File: config.mk
export PLATFORM = sky130hd
export DESIGN_NAME = rate_divider_sqw
export DESIGN_NICKNAME = d
export VERILOG_FILES = /design/src/rtl/rate_divider_sqw.sv
export SDC_FILE = /design/constraint.sdc
export NUM_CORES = 1
export LEC_CHECK = 0
export BUFFER_PORTS_ARGS = -buffer_cell sky130_fd_sc_hd__buf_4
export CAP_MARGIN = 20
export CORE_ASPECT_RATIO = 1.1
export CORE_UTILIZATION = 32
export CTS_CLUSTER_DIAMETER = 50
export DETAILED_ROUTE_END_ITERATION = 12
export PLACE_DENSITY = 0.49
export SYNTH_ARGS = -nofsm -noshare
export SYNTH_HDL_FRONTEND = slang
export SYNTH_SLANG_ARGS = --single-unit
File: constraint.sdc
create_clock -name clk -period 4.8 [get_ports clk]
set_clock_uncertainty 0.2 [all_clocks]
set_input_delay 0.72 -clock clk [delete_from_list [all_inputs] [get_ports clk]]
set_output_delay 0.72 -clock clk [all_outputs]
set_load 0.01 [all_outputs]
File: src/rtl/rate_divider_sqw.sv
module rate_divider_sqw #(
  parameter int STAGES = 15
) (
  input  logic       clk,
  input  logic       rst_n,
  input  logic [3:0] rate_sel,
  input  logic [2:0] osc_ctl,
  input  logic       sqw_en,
  output logic       sqw,
  output logic       periodic_pulse,
  output logic       one_hz_tick
);
  localparam int SEC_BIT = STAGES - 1;
  localparam logic [STAGES-1:0] ONE = {{(STAGES-1){1'b0}}, 1'b1};

  logic [STAGES-1:0] cnt, cnt_nxt;
  logic              run, hold, rate_on;
  logic [3:0]        tap_idx;

  assign run     = (osc_ctl == 3'b010);
  assign hold    = (osc_ctl[2:1] == 2'b11);
  assign cnt_nxt = hold ? '0 : (run ? cnt + ONE : cnt);
  assign rate_on = (rate_sel != 4'd0);
  assign tap_idx = (rate_sel >= 4'd3) ? rate_sel - 4'd2 : rate_sel + 4'd5;
  assign sqw     = sqw_en & rate_on & cnt[tap_idx];

  always_ff @(posedge clk or negedge rst_n) begin
    if (!rst_n) begin
      cnt            <= '0;
      periodic_pulse <= 1'b0;
      one_hz_tick    <= 1'b0;
    end else begin
      cnt            <= cnt_nxt;
      periodic_pulse <= rate_on & ~cnt[tap_idx] & cnt_nxt[tap_idx];
      one_hz_tick    <= ~cnt[SEC_BIT] & cnt_nxt[SEC_BIT];
    end
  end

  a_r3_single_cycle: assert property (@(posedge clk) disable iff (!rst_n)
    periodic_pulse |=> (!periodic_pulse || rate_sel != $past(rate_sel)));

  a_r6_off_code_silent: assert property (@(posedge clk) disable iff (!rst_n)
    (rate_sel == 4'd0) |=> !periodic_pulse);

  a_r7_hold_quiet: assert property (@(posedge clk) disable iff (!rst_n)
    hold |=> (cnt == '0 && !periodic_pulse && !one_hz_tick));

  a_r8_stop_freezes: assert property (@(posedge clk) disable iff (!rst_n)
    (!run && !hold) |=> ($stable(cnt) && !periodic_pulse && !one_hz_tick));

  a_r9_tick_at_half: assert property (@(posedge clk) disable iff (!rst_n)
    one_hz_tick |-> (cnt[SEC_BIT] && cnt[SEC_BIT-1:0] == '0));

  a_r1_reset_low: assert property (@(negedge clk)
    !rst_n |-> (!sqw && !periodic_pulse && !one_hz_tick));
endmodule

==> impl_results.md <==
* GPL Wtd Cong at 0.8947
* Crit Path Class: in2out
* YS warnings at 0
* Detailed Routing Iterations Pass 1 at 4
* Seq/Total Area, Yosys at 27.29%
* Inserted Diodes at 0
* Sequential share of power at 43.1%
* H-tree levels at 1
* Pwr dens at 214.3 nW/um^2
* Net Sw Power at 0.1198 mW
* Arrival time at the worst endpoint at 2.73 ns
* Root buf cell: clkbuf_8
* Initial antenna violation count at 0
* Vias at 1463
* Worst Hold Class: in2async
* Nature of the critical path endpoint: output pin
* Top sig layer: met4
* Maximum clock frequency at 274.3 MHz
* Largest area contributor in the netlist: dfrtp_1
* Clock slew at reported path FFs at 0.07 ns
* Total Routed Length at 4.309 mm
* Die Footprint at 5155 um^2
* Post-place instance area at 1682 um^2
* Mean Syn Cell Area at 8.709 um^2
* Initial core utilization at 33.51%
* Mapped Nets at 194
* Gate power share at 26.6%
* Setup crit start kind: primary input
* Met3 WL at 169 um
* Post-DRT Antenna Nets at 0
* Worst vdd ir at 0.07663 mV
* Synth-to-layout area growth at 10.75%
* Setup violations, final at 0
* Final worst path period need at 3.645 ns
* Wire per inst at 17.66 um
* Rel. slew slack at 61.17%
* Synth Register Bits at 17
* Status: complete, no violations
* Share of layout cells above drive strength 1 at 15.43%
* Clock share of power at 30.4%
* DR WL met2 at 2.058 mm
* Switching Fraction at 32.38%
* Setup_tns at 0 ns
* DRC violations left at 0
* CTS max path bufs at 2
* Post-synth top flop: dfrtp_1
* Async S/R FF share, synth at 100.0%
* Worst-skew pair later-pin latency at 0.26 ns
* Setup bufs post-CTS at 0
* RSZ-0062 raised after global routing: false
* First-pass GRT wire length at 7.051 mm
* Post-synth EDFFs at 0
* Max Slew Vio Count at 0
* Post-cts repair resize count at 0
* Boundary pin count at 13
* Total core area at 4652 um^2
* Internal power at 0.2502 mW
* GRT overflow at 0
* FP Rows at 26
* Req. time, crit path at 3.88 ns
* Worst Path Max Fanout at 16
* Max_cap viols at 0
* Cell area after layout at 1727 um^2
* Yosys cell types at 59
* Cell Count Post-Placement at 240
* Worst slew pin tran at 0.5677 ns
* Final hold vios at 0
* Most frequent cells in the layout: nor2_1 (17), dfrtp_1 (17), buf_4 (15)
* Hpwl dp at 3.239 mm
* TritonCTS Sinks at 17
* Post-layout util at 37.12%
* Chip width at 68.55 um
* Number of CTS-inserted buffers at 3
* CTS tree: done
* Largest net degree at the start of global routing at 18
* Dominant cells by area after synthesis: dfrtp_1 (27%), nor2_1 (4.1%), ha_1 (4.0%)
* Post-Layout Cell Count at 244
* Die Y at 75.21 um
* GRT Overall Usage at 18.72%
* Crit share post-route at 75.94%
* Top-area cell type share of the netlist area at 27.29%
* Metal-1 WL at 2.023 mm
* Vias per cell at 5.996
* Synth Cell Area at 1559 um^2
* Initial DRC count at 82
* Hold-fix buffers, CTS at 0
* Nets at 204
* Synth Instances at 179
* I/O Buffers at 12
* Vias in the first global route at 1350
* Leak at 0.6957 nW
path summary, 6_finish.rpt:
| check | cells after the start | slack, ns | start | to |
|---|---|---|---|---|
| max | 9 | 1.15 | rate_sel[0] | sqw |
| min | 1 | 0.12 | rst_n | cnt[2] |
| max reg2reg | 7 | 1.98 | cnt[0] | periodic_pulse |
| min reg2reg | 1 | 0.32 | cnt[14] | one_hz_tick |
| max in group asynchronous | 1 | 4.08 | rst_n | cnt[8] |
| min in group clk | 1 | 0.32 | cnt[14] | one_hz_tick |
stage by stage:
| stage | worst slack [ns] | power, mW | hold WS, ns |
|---|---|---|---|
| after detailed placement | 1.162 | 0.2598 | 0.2983 |
| after CTS | 1.160 | 0.3712 | 0.1275 |
| after global routing | 1.046 | 0.3873 | 0.1331 |
| final | 1.155 | 0.3700 | 0.1190 |
| after floorplan | 1.256 | 0.2249 | 0.2244 |
| after global placement | 1.220 | 0.2585 | 0.3179 |
cells by family after synthesis:
group	share of synthesized area, %
buffers and inverters	5.296
xor gates and xnor gates	4.495
adders and majority gates	4.013
AOI/OAI and AO/OA	20.47
DFF	27.29
muxes	5.377
and+or+nand+nor	33.07
layout make-up:
cell class	count	area [um^2]
Fill cell	493	2925
Multi-Input combinational cell	146	1051
Sequential cell	17	425.4
Timing Repair Buffer	15	112.6
Tap cell	56	70.07
Clock buffer	4	45.04
Inverter	6	22.52
routing by layer:
layer	vias up	GRT usage (%)
met5	-	0
met4	0	6.944
met3	5	2.273
met2	42	28.43
met1	696	26.90
li1	720	-
power groups by stage:
stage / registers, mW / logic, mW / clock network [mW]
after detailed placement: 0.162 / 0.0980 / 0
after floorplan: 0.159 / 0.0655 / 0
after CTS: 0.159 / 0.0983 / 0.114
after global routing: 0.161 / 0.109 / 0.117
after global placement: 0.162 / 0.0967 / 0
final: 0.159 / 0.0983 / 0.112
cells in the mapped netlist, drive strengths merged, types with 4 or more instances:
| cell type | number |
|---|---|
| a21oi | 4 |
| inv | 6 |
| mux2i | 5 |
| nand2b | 4 |
| nor4 | 10 |
| nand2 | 10 |
| buf | 7 |
| nor3 | 4 |
| dfrtp | 17 |
| nand3 | 9 |
| and2 | 7 |
| ha | 5 |
| xnor2 | 6 |
| nor2 | 17 |
worst max-delay path: stages:
cell      delay (ns)
buf_4           0.17
ha_1            0.27
or3_1           0.38
o31ai_1         0.38
nand2_1         0.10
a311o_1         0.30
o211ai_1        0.10
and3_1          0.18
buf_4           0.12
flip-flops by register name, indices dropped and copies added (netlist names):
signal	cells
cnt	15
periodic_pulse	1
one_hz_tick	1
No activity file was read; power rests on OpenSTA's default activity.
